$ cat src/rtl/seg_pkg.sv
package seg_pkg;
    localparam int PKT_MAX_BYTES = 64;

    typedef enum logic [1:0] {
        SZ_8  = 2'd0,
        SZ_16 = 2'd1,
        SZ_32 = 2'd2,
        SZ_64 = 2'd3
    } sz_code_e;

    typedef enum logic [1:0] {
        ST_IDLE,
        ST_WAIT,
        ST_SEND,
        ST_ZLP
    } seg_state_e;
endpackage

$ cat src/rtl/seg_pkt_buf.sv
module seg_pkt_buf #(
    parameter int DEPTH = 64,
    localparam int AW = $clog2(DEPTH),
    localparam int LW = AW + 1
) (
    input  logic          clk,
    input  logic          rst_n,
    input  logic          clr,
    input  logic          wr_en,
    input  logic [AW-1:0] wr_idx,
    input  logic [7:0]    wr_data,
    input  logic          commit,
    input  logic [LW-1:0] commit_len,
    input  logic          commit_short,
    input  logic          release_i,
    input  logic [AW-1:0] rd_idx,
    output logic [7:0]    rd_data,
    output logic          ready,
    output logic [LW-1:0] len,
    output logic          short_pkt
);
    logic [7:0] mem [DEPTH];

    // Payload storage carries no reset; only the bookkeeping flags do.
    always_ff @(posedge clk) begin
        if (wr_en) begin
            mem[wr_idx] <= wr_data;
        end
    end

    always_ff @(posedge clk) begin
        if (!rst_n) begin
            ready     <= 1'b0;
            len       <= '0;
            short_pkt <= 1'b0;
        end else if (clr) begin
            ready     <= 1'b0;
        end else if (commit) begin
            ready     <= 1'b1;
            len       <= commit_len;
            short_pkt <= commit_short;
        end else if (release_i) begin
            ready     <= 1'b0;
        end
    end

    assign rd_data = mem[rd_idx];
endmodule

$ cat src/rtl/seg_fill.sv
module seg_fill #(
    parameter int LEN_W = 16,
    parameter int AW    = 6,
    localparam int LW   = AW + 1
) (
    input  logic             clk,
    input  logic             rst_n,
    input  logic             go,
    input  logic [LEN_W-1:0] go_len,
    input  logic             abort,
    input  logic             active,
    input  logic [LW-1:0]    max_len,
    input  logic             in_valid,
    output logic             in_ready,
    input  logic [1:0]       buf_ready,
    output logic [1:0]       wr_en,
    output logic [AW-1:0]    wr_idx,
    output logic [1:0]       commit,
    output logic [LW-1:0]    commit_len,
    output logic             commit_short,
    output logic             bytes_done
);
    logic [LEN_W-1:0] rem_q;
    logic             sel_q;
    logic [LW-1:0]    cnt_q;
    logic [LW-1:0]    cnt_inc;
    logic             zlp_pend_q;
    logic             bytes_done_q;
    logic             free, accept, full_pkt, end_data, close, zlp_go;

    assign free     = !buf_ready[sel_q];
    assign in_ready = active && (rem_q != '0) && free;
    assign accept   = in_valid && in_ready;
    assign cnt_inc  = cnt_q + 1'b1;
    assign full_pkt = (cnt_inc == max_len);
    assign end_data = (rem_q == LEN_W'(1));
    assign close    = accept && (full_pkt || end_data);
    assign zlp_go   = active && (rem_q == '0) && zlp_pend_q && free;

    for (genvar g = 0; g < 2; g++) begin : g_route
        assign wr_en[g]  = accept && (sel_q == 1'(g));
        assign commit[g] = (close || zlp_go) && (sel_q == 1'(g));
    end

    assign wr_idx       = cnt_q[AW-1:0];
    assign commit_len   = zlp_go ? '0 : cnt_inc;
    assign commit_short = zlp_go || !full_pkt;
    assign bytes_done   = bytes_done_q;

    always_ff @(posedge clk) begin
        if (!rst_n) begin
            rem_q        <= '0;
            sel_q        <= 1'b0;
            cnt_q        <= '0;
            zlp_pend_q   <= 1'b0;
            bytes_done_q <= 1'b0;
        end else begin
            bytes_done_q <= (go && (go_len == '0)) ||
                            (accept && end_data && !abort);
            if (abort) begin
                rem_q      <= '0;
                sel_q      <= 1'b0;
                cnt_q      <= '0;
                zlp_pend_q <= 1'b0;
            end else if (go) begin
                rem_q      <= go_len;
                sel_q      <= 1'b0;
                cnt_q      <= '0;
                zlp_pend_q <= 1'b1;
            end else begin
                if (accept) begin
                    rem_q <= rem_q - 1'b1;
                    cnt_q <= close ? '0 : cnt_inc;
                    if (close) begin
                        sel_q <= ~sel_q;
                    end
                    if (close && !full_pkt) begin
                        zlp_pend_q <= 1'b0;
                    end
                end
                if (zlp_go) begin
                    zlp_pend_q <= 1'b0;
                    sel_q      <= ~sel_q;
                end
            end
        end
    end
endmodule

$ cat src/rtl/usb_bulk_in_segmenter.sv
module usb_bulk_in_segmenter
    import seg_pkg::*;
#(
    parameter int LEN_W = 16
) (
    input  logic             clk,
    input  logic             rst_n,
    input  logic [1:0]       cfg_size_code,
    input  logic             cfg_size_we,
    input  logic             start,
    input  logic [LEN_W-1:0] xfer_len,
    input  logic             abort,
    input  logic [7:0]       in_data,
    input  logic             in_valid,
    output logic             in_ready,
    input  logic             host_req,
    output logic [7:0]       tx_data,
    output logic             tx_valid,
    output logic             tx_last,
    output logic             tx_zlp,
    output logic             nak,
    output logic             ev_pkt_done,
    output logic             ev_bytes_done,
    output logic             ev_xfer_done,
    output logic             busy
);
    localparam int AW = $clog2(PKT_MAX_BYTES);
    localparam int LW = AW + 1;

    seg_state_e    state_q, state_d;
    logic [1:0]    sz_q;
    logic          send_sel_q;
    logic [AW-1:0] send_idx_q;
    logic [LW-1:0] max_len;

    logic [1:0]    buf_rdy, buf_short, fill_wr, fill_commit, buf_rel;
    logic [LW-1:0] buf_len [2];
    logic [7:0]    buf_rd  [2];
    logic [AW-1:0] fill_idx;
    logic [LW-1:0] commit_len;
    logic          commit_short;

    logic          go, clr, release_pkt;
    logic          cur_rdy, cur_short, cur_last;
    logic [LW-1:0] cur_len;

    assign go      = start && (state_q == ST_IDLE) && !abort;
    assign clr     = abort || go;
    assign busy    = (state_q != ST_IDLE);
    assign max_len = LW'(8) << sz_q;

    assign cur_rdy   = buf_rdy[send_sel_q];
    assign cur_len   = buf_len[send_sel_q];
    assign cur_short = buf_short[send_sel_q];
    assign cur_last  = (({1'b0, send_idx_q} + 1'b1) == cur_len);

    for (genvar g = 0; g < 2; g++) begin : g_buf
        assign buf_rel[g] = release_pkt && (send_sel_q == 1'(g));

        seg_pkt_buf #(.DEPTH(PKT_MAX_BYTES)) u_buf (
            .clk          (clk),
            .rst_n        (rst_n),
            .clr          (clr),
            .wr_en        (fill_wr[g]),
            .wr_idx       (fill_idx),
            .wr_data      (in_data),
            .commit       (fill_commit[g]),
            .commit_len   (commit_len),
            .commit_short (commit_short),
            .release_i    (buf_rel[g]),
            .rd_idx       (send_idx_q),
            .rd_data      (buf_rd[g]),
            .ready        (buf_rdy[g]),
            .len          (buf_len[g]),
            .short_pkt    (buf_short[g])
        );
    end

    seg_fill #(.LEN_W(LEN_W), .AW(AW)) u_fill (
        .clk          (clk),
        .rst_n        (rst_n),
        .go           (go),
        .go_len       (xfer_len),
        .abort        (abort),
        .active       (busy),
        .max_len      (max_len),
        .in_valid     (in_valid),
        .in_ready     (in_ready),
        .buf_ready    (buf_rdy),
        .wr_en        (fill_wr),
        .wr_idx       (fill_idx),
        .commit       (fill_commit),
        .commit_len   (commit_len),
        .commit_short (commit_short),
        .bytes_done   (ev_bytes_done)
    );

    // State register
    always_ff @(posedge clk) begin
        if (!rst_n) begin
            state_q <= ST_IDLE;
        end else begin
            state_q <= state_d;
        end
    end

    // Size code, read pointer and read index
    always_ff @(posedge clk) begin
        if (!rst_n) begin
            sz_q       <= SZ_8;
            send_sel_q <= 1'b0;
            send_idx_q <= '0;
        end else begin
            if (cfg_size_we && (state_q == ST_IDLE)) begin
                sz_q <= cfg_size_code;
            end
            if (clr) begin
                send_sel_q <= 1'b0;
            end else if (release_pkt) begin
                send_sel_q <= ~send_sel_q;
            end
            if (state_q == ST_SEND) begin
                send_idx_q <= send_idx_q + 1'b1;
            end else begin
                send_idx_q <= '0;
            end
        end
    end

    // Next-state decision
    always_comb begin
        state_d = state_q;
        unique case (state_q)
            ST_IDLE: if (start) state_d = ST_WAIT;
            ST_WAIT: if (host_req && cur_rdy)
                         state_d = (cur_len == '0) ? ST_ZLP : ST_SEND;
            ST_SEND: if (cur_last)
                         state_d = cur_short ? ST_IDLE : ST_WAIT;
            ST_ZLP:  state_d = ST_IDLE;
            default: state_d = ST_IDLE;
        endcase
        if (abort) begin
            state_d = ST_IDLE;
        end
    end

    // Outputs
    always_comb begin
        tx_data      = '0;
        tx_valid     = 1'b0;
        tx_last      = 1'b0;
        tx_zlp       = 1'b0;
        nak          = 1'b0;
        ev_pkt_done  = 1'b0;
        ev_xfer_done = 1'b0;
        release_pkt  = 1'b0;
        unique case (state_q)
            ST_IDLE: ;
            ST_WAIT: nak = host_req && !cur_rdy;
            ST_SEND: begin
                tx_valid = 1'b1;
                tx_data  = buf_rd[send_sel_q];
                tx_last  = cur_last;
                if (cur_last) begin
                    ev_pkt_done  = 1'b1;
                    ev_xfer_done = cur_short;
                    release_pkt  = 1'b1;
                end
            end
            ST_ZLP: begin
                tx_zlp       = 1'b1;
                ev_pkt_done  = 1'b1;
                ev_xfer_done = 1'b1;
                release_pkt  = 1'b1;
            end
            default: ;
        endcase
    end
endmodule

$ cat config.mk
export PLATFORM = sky130hd
export DESIGN_NAME = usb_bulk_in_segmenter
export DESIGN_NICKNAME = d
export VERILOG_FILES = /design/src/rtl/seg_pkg.sv /design/src/rtl/seg_pkt_buf.sv /design/src/rtl/seg_fill.sv /design/src/rtl/usb_bulk_in_segmenter.sv
export SDC_FILE = /design/constraint.sdc
export NUM_CORES = 1
export LEC_CHECK = 0
export ABC_AREA = 1
export BUFFER_PORTS_ARGS = -buffer_cell sky130_fd_sc_hd__buf_2
export CAP_MARGIN = 20
export CORE_UTILIZATION = 25
export CTS_BUF_LIST = sky130_fd_sc_hd__clkbuf_4 sky130_fd_sc_hd__clkbuf_8
export CTS_CLUSTER_DIAMETER = 100
export DETAILED_ROUTE_END_ITERATION = 10
export PLACE_DENSITY = 0.5
export RECOVER_POWER = 25
export SYNTH_ARGS = -nofsm -noshare
export SYNTH_HDL_FRONTEND = slang
export SYNTH_SLANG_ARGS = --single-unit
$ cat constraint.sdc
create_clock -name clk -period 2 [get_ports clk]
set_input_delay 0.1 -clock clk [delete_from_list [all_inputs] [get_ports clk]]
set_output_delay 0.1 -clock clk [all_outputs]
set_load 0.005 [all_outputs]
* Yosys cells after proc, flatten, opt, wreduce, memory -nomap -nowiden
Memory sizes are Yosys's and may differ from the RTL's. A register that Yosys moved wholly into a read port is not among the register bits.
Index checks and enable logic that the tools add are counted.
** Storage, ports and cells
- Register bits :: 55
- Memory bits (writable) :: 1024
- Input bits :: 33
- Output and inout port bits :: 17
- Memories kept :: 2
** Memories
- g_buf[0].u_buf.mem :: words 64, bits a word 8, read ports 1, clocked after Yosys merged registers in 1, wr ports 1, line seg_pkt_buf.sv:22 : logic [7:0] mem [DEPTH];
- g_buf[1].u_buf.mem :: words 64, bits a word 8, read ports 1, clocked after Yosys merged registers in 1, wr ports 1, line seg_pkt_buf.sv:22
** Operators by class
- Add/subtract/negate cells :: 4
- Magnitude comparators :: 3
- Equality and inequality tests :: 9
- Shifts and indexed selects :: 1
- Mux-type cells :: 48
- Bitwise gates (word level) :: 5
- Reductions and logical operators :: 53
** Operators by type and width (number)
- 7-bit 2-to-1 mux :: 5
- 16-bit logical NOT :: 2
- 16-bit 2-to-1 mux :: 2
- 8-bit 2-to-1 mux :: 4
- 1-bit 2-to-1 mux :: 29
- 1-bit logical AND :: 22
- 16-bit by 1-bit == test with 1-bit output (second input constant) :: 1
- 16-bit nonzero test :: 1
- 16-bit by 1-bit subtractor with 16-bit output (second input constant) :: 1
- 7-bit == test :: 2
- 6-bit 2-to-1 mux :: 2
- 2-bit nonzero test :: 6
- 2-bit AND reduction :: 5
- 2-bit one-hot mux with 4 select lines :: 1
- 6-bit by 1-bit adder with 7-bit output (second input constant) :: 1
- 7-bit by 1-bit adder with 7-bit output (second input constant) :: 1
- 7-bit logical NOT :: 1
- 4-bit by 2-bit left shift with 7-bit output (first input constant) :: 1
- 6-bit by 1-bit adder with 6-bit output (second input constant) :: 1
- 2-bit 2-to-1 mux :: 3
- 2-bit inequality test (second input constant) :: 3
- 3-bit nonzero test :: 2
- 1-bit logical OR :: 5
- 2-bit == test (second input constant) :: 2
- 11 further kinds :: 20

* Longest topological paths before layout
Gate-level depths: netlist of run 1.
- Depth in word-level cells :: 11
- Mapped depth :: 16
- Gate-level depth less buffers :: 16

* Hierarchy
From an unflattened synthesis of run 1, not the netlist that was laid out.
** Unflattened totals
- Cells, all modules :: 4178
- Area, all modules :: 45781.4 sq um
** Modules (own cells, without submodules)
- seg_pkt_buf :: times used 2, cells each 1836, area each 21413.0 sq um, sequential area each 15554.9 sq um
- seg_fill :: times used 1, cells each 313, area each 1944.4 sq um, sequential area each 520.5 sq um
- usb_bulk_in_segmenter :: times used 1, cells each 193, area each 1011.0 sq um, sequential area each 220.2 sq um

* Worst setup path before layout of run 1
No wires, ideal clock.
- Path kind :: flip-flop to flip-flop
- From :: register u_fill.rem_q[0]
- To :: memory g_buf[1].u_buf.mem[63][0], enable pin
- Setup time :: 370 ps
- Arrival time :: 1824 ps
- Data required time :: 1630 ps
- Path slack :: -194 ps
- Cell stages (with the launch flop) :: 11
- Buffers on the path :: 1
- Clock period less this slack :: 2194 ps
- Cell sequence :: dfxtp_1 -> inv_1 -> ha_1 -> nand2_2 -> nor2_8 -> nand3_4 -> o211ai_4 -> inv_4 -> nand2_2 -> buf_2 -> nor2_1
** On the way
- Word-level cells in the longest chain between the ends :: 7
** RTL lines
- start, declared :: line seg_fill.sv:23 : logic [LEN_W-1:0] rem_q;
- start signal, assigned :: line seg_fill.sv:66 : rem_q <= go_len;
- start signal, assigned :: line seg_fill.sv:72 : rem_q <= rem_q - 1'b1;
- 16-bit nonzero test :: line seg_fill.sv:32 : assign in_ready = active && (rem_q != '0) && free;
- 1-bit logical AND (2 in series) :: line seg_fill.sv:32
- 1-bit logical AND :: line seg_fill.sv:33 : assign accept = in_valid && in_ready;
- 1-bit logical AND :: line seg_fill.sv:41 : assign wr_en[g] = accept && (sel_q == 1'(g));
- 1-bit 2-to-1 mux :: line seg_pkt_buf.sv:26 : if (wr_en) begin
- 1-bit 2-to-1 mux (implied by the code) :: line seg_pkt_buf.sv:27 : mem[wr_idx] <= wr_data;
- end, declared :: line seg_pkt_buf.sv:22
No other way between the ends.

==> flow_metrics.env, run 1 <==
export IMPL_status="finished, violations left"
export IMPL_failed_checks="DRC, capacitance limit, slew limit, setup timing"
export IMPL_finalHoldViolCount=0
export IMPL_finalSetupViolCount=1063
export IMPL_r2r_slack_ps=-1230
export IMPL_hpwl_mm=87.3
export IMPL_yosys_area_top_type="edfxtp_1"
export IMPL_die_x_um=424
export IMPL_wirelength_mm=145
export IMPL_dp_cells=6380
export IMPL_placeableCoreArea_um2=176000
export IMPL_drtAntennaViolNets=0
export IMPL_syn_area_um2=44400
export IMPL_wl_per_cell_um=20.9
export IMPL_fmax_ghz=0.294
export IMPL_ios=50
export IMPL_initial_core_util_pct=25.2
export IMPL_grt_busiest_layer="met2"
export IMPL_required_ps=1900
export IMPL_synthAdderAreaFrac_pct=0.141
export IMPL_synthSimpleGateAreaFrac_pct=14.1
export IMPL_cts_sinks=1079
export IMPL_crit_type="register to output port"
export IMPL_r2r_end="g_buf[0].u_buf.ready"
export IMPL_grt_ovfl_total=0
export IMPL_synth_cell_types=47
export IMPL_synth_avg_cell_area_um2=11.6
export IMPL_syn_inst=3825
export IMPL_grtUsageMet1_pct=21.3
export IMPL_syn_to_final_growth_pct=34.8
export IMPL_worst_slack_ps=-1400
export IMPL_async_flop_share_pct=0
export IMPL_synthDominantCellAreaShare_pct=69.2
export IMPL_crit_fanout=6
export IMPL_cts_root_buffer="clkbuf_8"
export IMPL_dieArea_um2=179000
export IMPL_crit_slowest_cell="dfxtp_4"
export IMPL_yosys_warnings=0
export IMPL_drc_errors=4
export IMPL_vias=32400
export IMPL_antenna_found_initial=2
export IMPL_synth_edf_count=1024
export IMPL_nets=4477
export IMPL_min_from="abort"
export IMPL_leakage_nw=20.7
export IMPL_die_height_um=424
export IMPL_synth_compound_area_share_pct=10.3
export IMPL_r2r_cells=24
export IMPL_min_period_over_period_pct=170
export IMPL_seq_area_frac_synth_pct=71.7
export IMPL_rows=154
export IMPL_port_buffer_count=49
export IMPL_rsz0062_at_grt="true"
export IMPL_end_kind="output port"
export IMPL_instances_no_fill=6926
export IMPL_power_density_nw_per_um2=769
export IMPL_cp_cell_sequence="buf_12 -> clkinv_16 -> buf_16 -> buf_12 -> bufbuf_16 -> nor2_1 -> o22ai_1 -> nand2_1 -> nand3_2 -> nand3_4 -> a21oi_4 -> nor2_4 -> nor2_4 -> buf_2"
export IMPL_htreeDepth=4
export IMPL_grt_pass1_vias=31700
export IMPL_ir_drop_mv=0.753
export IMPL_track_usage_pct=15.6
export IMPL_skew_ps=40.7
export IMPL_crit_arrival_ps=3300
export IMPL_grtUsageMet3_pct=2.71
export IMPL_cp_startpoint="send_idx_q[0]"
export IMPL_crit_buf_inv=6
export IMPL_period_minus_slack_ps=3400
export IMPL_worst_pin_slew_ps=2030
export IMPL_cts_tree="built"
export IMPL_holdCritPathClass="primary input to register"
export IMPL_max_cap_violations=5
export IMPL_synth_top_family_by_area="simple AND/OR/NAND/NOR gates"
export IMPL_muxShareOfSynthArea_pct=0.338
export IMPL_slew_viol_final=210
export IMPL_synthXorXnorAreaFrac_pct=0.256
export IMPL_drtIter0Drc=2928
export IMPL_crit_family="buffers and inverters"
export IMPL_synthFlopType="edfxtp_1"
export IMPL_grt_first_pass_wirelength_mm=210
export IMPL_cp_start_kind="register"
export IMPL_finalSetupTns_ps=-203560
export IMPL_maxSlewHeadroom_pct=-35.6
export IMPL_drt_pass1_iterations=8
export IMPL_clkTransAtPathRegs_ps=60
export IMPL_timing_rr_start="send_idx_q[0]"
export IMPL_gp_congestion=0.840
export IMPL_worst_path_largest_cell_delay_ps=370
export IMPL_min_delay_path_depth=4
export IMPL_met2_usage_pct=24.7
export IMPL_cts_buffer_depth=3
export IMPL_ys_top_cells_by_area="edfxtp_1 69%, nor2_1 6.0%, o21ai_0 5.9%"
export IMPL_numCtsBuffers=182
export IMPL_grt_max_degree=69
export IMPL_synth_seq_cells=1079
export IMPL_synth_nets=3863
export IMPL_whs_endpoint="u_fill.bytes_done"
export IMPL_vias_per_cell=4.68
export IMPL_clk_latency_ps=910
export IMPL_drive_gt1_share_pct=27.6
==> kinds of logic after synthesis <==
group                      Yosys count
buffers and inverters              332
AOI/OAI and AO/OA                  842
xor gates and xnor gates            13
DFF                               1079
muxes                               15
adders and majority gates            5
and+or+nand+nor                   1539
==> what timing repair did <==
action | 4_1_cts | 5_1_grt
gates cloned | 28 | 8
buffers inserted | 91 | 50
hold buffers | 43 | 0
endpoints found under the setup margin | 1076 | 1073
hold endpoints to repair | 1082 | 0
resized for setup | 336 | 114
pin swaps | 121 | 75
==> power breakdown <==
part / switching, mW / internal [mW]
combinational: 1.16 / 0.751
sequential: 0.0184 / 24.7
clock: 9.20 / 10.2
==> flip-flops by register name (all words and copies together) (netlist names) <==
name                   cells
g_buf.u_buf.mem         1024
u_fill.rem_q              16
g_buf.u_buf.len           14
u_fill.cnt_q               7
send_idx_q                 6
g_buf.u_buf.ready          2
g_buf.u_buf.short_pkt      2
state_q                    2
sz_q                       2
send_sel_q                 1
u_fill.bytes_done          1
u_fill.sel_q               1
u_fill.zlp_pend_q          1
==> per-stage QoR <==
step / setup WS, ps / utilization [%] / instance area, µm² / power (mW) / hold WS, ps
detailed placement: -1310 / 29.3 / 51600 / 26.7 / 355
floorplan: -65.2 / - / 44900 / 25.8 / 199
finish: -1400 / 34.0 / 59900 / 46.0 / 113
global route: -1470 / 34.0 / 59900 / 47.5 / 80.0
CTS: -1420 / 33.3 / 58800 / 46.4 / 4.77
global placement: -1460 / 29.3 / 51600 / 26.7 / 364
==> final cells by class <==
class                           instances  area [µm²]
Clock buffer                          252        3040
Multi-Input combinational cell       2414       13000
Fill cell                           17400      116000
Inverter                               84         359
Sequential cell                      1079       31900
Antenna cell                            3        7.51
Timing Repair Buffer                  678        8210
Clock inverter                         76         488
Tap cell                             2340        2930
==> layout by cell type (no fill, tap or decap), drive strengths merged, types with 6 or more instances in the layout <==
cell	netlist	routed
o21ai	531	531
xor2	8	8
nor3	13	13
a21oi	48	48
dlygate4sd3	0	43
clkbuf	147	272
edfxtp	1024	1024
nor2	718	718
o22ai	240	240
clkinv	7	68
mux2i	15	15
buf	101	606
inv	77	86
nand4	20	20
nand2	582	582
bufbuf	0	9
nand3	198	198
dfxtp	55	55
a31oi	6	6
==> routing by layer <==
metal | vias to the layer above | wire length [µm]
met1 | 16100 | 63900
met2 | 1056 | 66900
met5 | - | 0
met4 | 0 | 4620
li1 | 15000 | -
met3 | 211 | 9120
==> worst max path at each step <==
| stage | endpoint | slack [ps] | cells after the start |
|---|---|---|---|
| finish | tx_data[3] | -1400 | 14 |
| global route | tx_data[7] | -1470 | 16 |
| CTS | tx_data[7] | -1420 | 14 |
| detailed placement | tx_data[2] | -1310 | 13 |
| global placement | tx_data[2] | -1460 | 13 |
| floorplan | g_buf[1].u_buf.mem[18][0] | -70 | 10 |
==> cells in the mapped netlist (all sizes together), types with 8 or more instances <==
master  number
nand3      198
nand2      582
nor2       718
buf        101
nor3        13
o22ai      240
nand4       20
inv         77
a21oi       48
clkbuf     147
o21ai      531
dfxtp       55
mux2i       15
edfxtp    1024
xor2         8
==> worst min-delay path: stages <==
cell and delay (ps):
dlygate4sd3_1 520, buf_2 130, o32a_1 160, nor2_1 40
Note: power is estimated with default switching activity, not from simulation.
==> run 2: changes to the inputs <==
--- a/config.mk
+++ b/config.mk
@@ -12,7 +12,7 @@
 export CTS_BUF_LIST = sky130_fd_sc_hd__clkbuf_4 sky130_fd_sc_hd__clkbuf_8
 export CTS_CLUSTER_DIAMETER = 100
 export DETAILED_ROUTE_END_ITERATION = 10
-export PLACE_DENSITY = 0.5
+export PLACE_DENSITY = 0.48
 export RECOVER_POWER = 25
 export SYNTH_ARGS = -nofsm -noshare
 export SYNTH_HDL_FRONTEND = slang
==> constraint.sdc (replaced) <==
create_clock -name clk -period 3.15 [get_ports clk]
set_input_delay 0.1575 -clock clk [delete_from_list [all_inputs] [get_ports clk]]
set_output_delay 0.1575 -clock clk [all_outputs]
set_load 0.005 [all_outputs]
==> run 2 against run 1 <==
Effect of this change:
- the flow still finishes with violations (DRC, capacitance limit, slew limit, setup timing)
- design area shrank 8.4%
- register-to-register slack gained 1400 ps
- clock power shrank 38%
- cell count shrank 3.6%
- core utilization shrank 2.9 points
- via count shrank 2.4%
- worst hold slack gained 67 ps
- setup slack gained 1200 ps
- global-route usage shrank 0.50 points
- clock skew grew 10 ps
- die area is the same
==> flow_metrics.env, run 2 (same netlist as run 1, synthesis figures left out) <==
export IMPL_layout_common_cells="1024 x edfxtp_1, 693 x nor2_1, 545 x nand2_1"
export IMPL_cts_root_buffer="clkbuf_8"
export IMPL_drt_pass1_iterations=9
export IMPL_leakage_nw=18.7
export IMPL_min_delay_path_depth=4
export IMPL_crit_fanout=7
export IMPL_grt_max_degree=78
export IMPL_grt_first_pass_wirelength_mm=203
export IMPL_end_kind="output port"
export IMPL_hold_ws_ps=180
export IMPL_placeableCoreArea_um2=176000
export IMPL_ir_drop_mv=0.371
export IMPL_finalSetupTns_ps=-4560
export IMPL_min_period_over_period_pct=108
export IMPL_rsz0062_at_grt="true"
export IMPL_vias=31600
export IMPL_maxSlewHeadroom_pct=-85.1
export IMPL_wl_per_cell_um=21.1
export IMPL_r2r_slack_ps=180
export IMPL_period_minus_slack_ps=3400
export IMPL_gp_congestion=0.828
export IMPL_clkTransAtPathRegs_ps=60
export IMPL_min_from="cfg_size_we"
export IMPL_syn_to_final_growth_pct=23.4
export IMPL_drtIter0Drc=2809
export IMPL_slew_viol_final=435
export IMPL_dp_cells=6224
export IMPL_failed_checks="DRC, capacitance limit, slew limit, setup timing"
export IMPL_required_ps=2990
export IMPL_timing_rr_start="state_q[1]"
export IMPL_numCtsBuffers=184
export IMPL_r2r_cells=9
export IMPL_status="finished, violations left"
export IMPL_total_power_mw=28.7
export IMPL_track_usage_pct=15.1
export IMPL_drive_gt1_share_pct=18.7
export IMPL_fillers=18000
export IMPL_die_height_um=424
export IMPL_dieArea_um2=179000
export IMPL_r2r_end="u_fill.rem_q[12]"
export IMPL_crit_type="register to output port"
export IMPL_dp_slack_ps=110
export IMPL_finalSetupViolCount=55
export IMPL_top_regs="g_buf.u_buf.mem (1024), u_fill.rem_q (16), g_buf.u_buf.len (14)"
export IMPL_worst_slack_ps=-247
export IMPL_fmax_ghz=0.294
export IMPL_whs_endpoint="sz_q[0]"
export IMPL_drc_errors=8
export IMPL_max_cap_violations=9
export IMPL_multi_input_area_um2=11800
export IMPL_seqCellArea_um2=31900
export IMPL_crit_arrival_ps=3240
export IMPL_final_core_util_pct=31.1
export IMPL_hpwl_mm=81.2
export IMPL_port_buffer_count=49
export IMPL_rows=154
export IMPL_vias_per_cell=4.74
export IMPL_cts_sinks=1079
export IMPL_cts_buffer_depth=3
export IMPL_power_density_nw_per_um2=524
export IMPL_drtAntennaViolNets=0
export IMPL_grt_ovfl_total=0
export IMPL_cp_start_kind="register"
export IMPL_regMostFlops="g_buf.u_buf.mem"
export IMPL_placed_area_um2=49000
export IMPL_nets=4216
export IMPL_finalHoldViolCount=0
export IMPL_htreeDepth=4
export IMPL_holdCritPathClass="primary input to register"
export IMPL_clk_latency_ps=880
export IMPL_wirelength_mm=141
export IMPL_worst_pin_slew_ps=2780
export IMPL_ios=50
export IMPL_final_common_cell="edfxtp_1"
export IMPL_antenna_found_initial=6
export IMPL_grt_pass1_vias=30500
export IMPL_initial_core_util_pct=25.2
export IMPL_die_x_um=424
export IMPL_cts_tree="built"
export IMPL_instances_no_fill=6675
export IMPL_largest_register_ffs=1024
export IMPL_skew_ps=50.7
export IMPL_final_area_um2=54800
## run 2: layout make-up
| cell class | count | area share, % |
|---|---|---|
| Timing Repair Buffer | 414 | 7.89 |
| Sequential cell | 1079 | 58.1 |
| Clock inverter | 79 | 0.662 |
| Inverter | 84 | 0.691 |
| Clock buffer | 258 | 5.70 |
| Tap cell | 2340 | 5.34 |
| Multi-Input combinational cell | 2414 | 21.6 |
| Antenna cell | 6 | 0.0274 |
| Timing Repair inverter | 1 | 0.0160 |
## run 2: power by group
part	internal [mW]	switching (mW)	leakage [nW]
clock	6.38	5.72	1.84
combinational	0.261	0.645	7.25
sequential	15.7	0.0175	9.65
total	22.4	6.39	18.7
## run 2: worst max path at each step
stage | depth (start not counted) | to | slack, ps | from
final | 17 | tx_data[0] | -250 | send_idx_q[0]
after global routing | 17 | tx_data[0] | -390 | send_idx_q[0]
after CTS | 15 | tx_data[0] | -320 | send_idx_q[0]
after detailed placement | 13 | tx_data[3] | 110 | send_idx_q[0]
after global placement | 13 | tx_data[3] | 90 | send_idx_q[0]
after floorplan | 10 | g_buf[1].u_buf.mem[63][0] | 960 | u_fill.rem_q[0]
## run 2: layer usage
layer,up-vias,wire (µm),GRT usage (%),share of wire [%]
met5,-,0,0,0
met4,0,3140,4.19,2.2
met3,208,8960,2.90,6.4
met2,1023,65200,23.9,46
met1,15900,63300,20.9,45
li1,14500,-,-,-
## run 2: timing repair
item	in CTS	in global routing
hold buffers	51	0
endpoints found under the setup margin	11	13
pin swaps	27	41
hold endpoints to repair	502	0
gates resized for setup	134	89
buffers inserted	20	13
gates cloned	11	13
## run 2: worst max-delay path, cell delays in order, from the launching register on
cell and delay (ps):
dfxtp_4 360, buf_12 150, clkinv_16 90, buf_16 170
buf_16 150, buf_12 120, buf_6 90, o21ai_1 50
o22ai_1 120, nand2_1 130, nand3_2 150, nand2_2 80
nand2_2 70, nand2_2 60, o21ai_2 150, nor2_2 60
nor2_4 190, buf_2 150
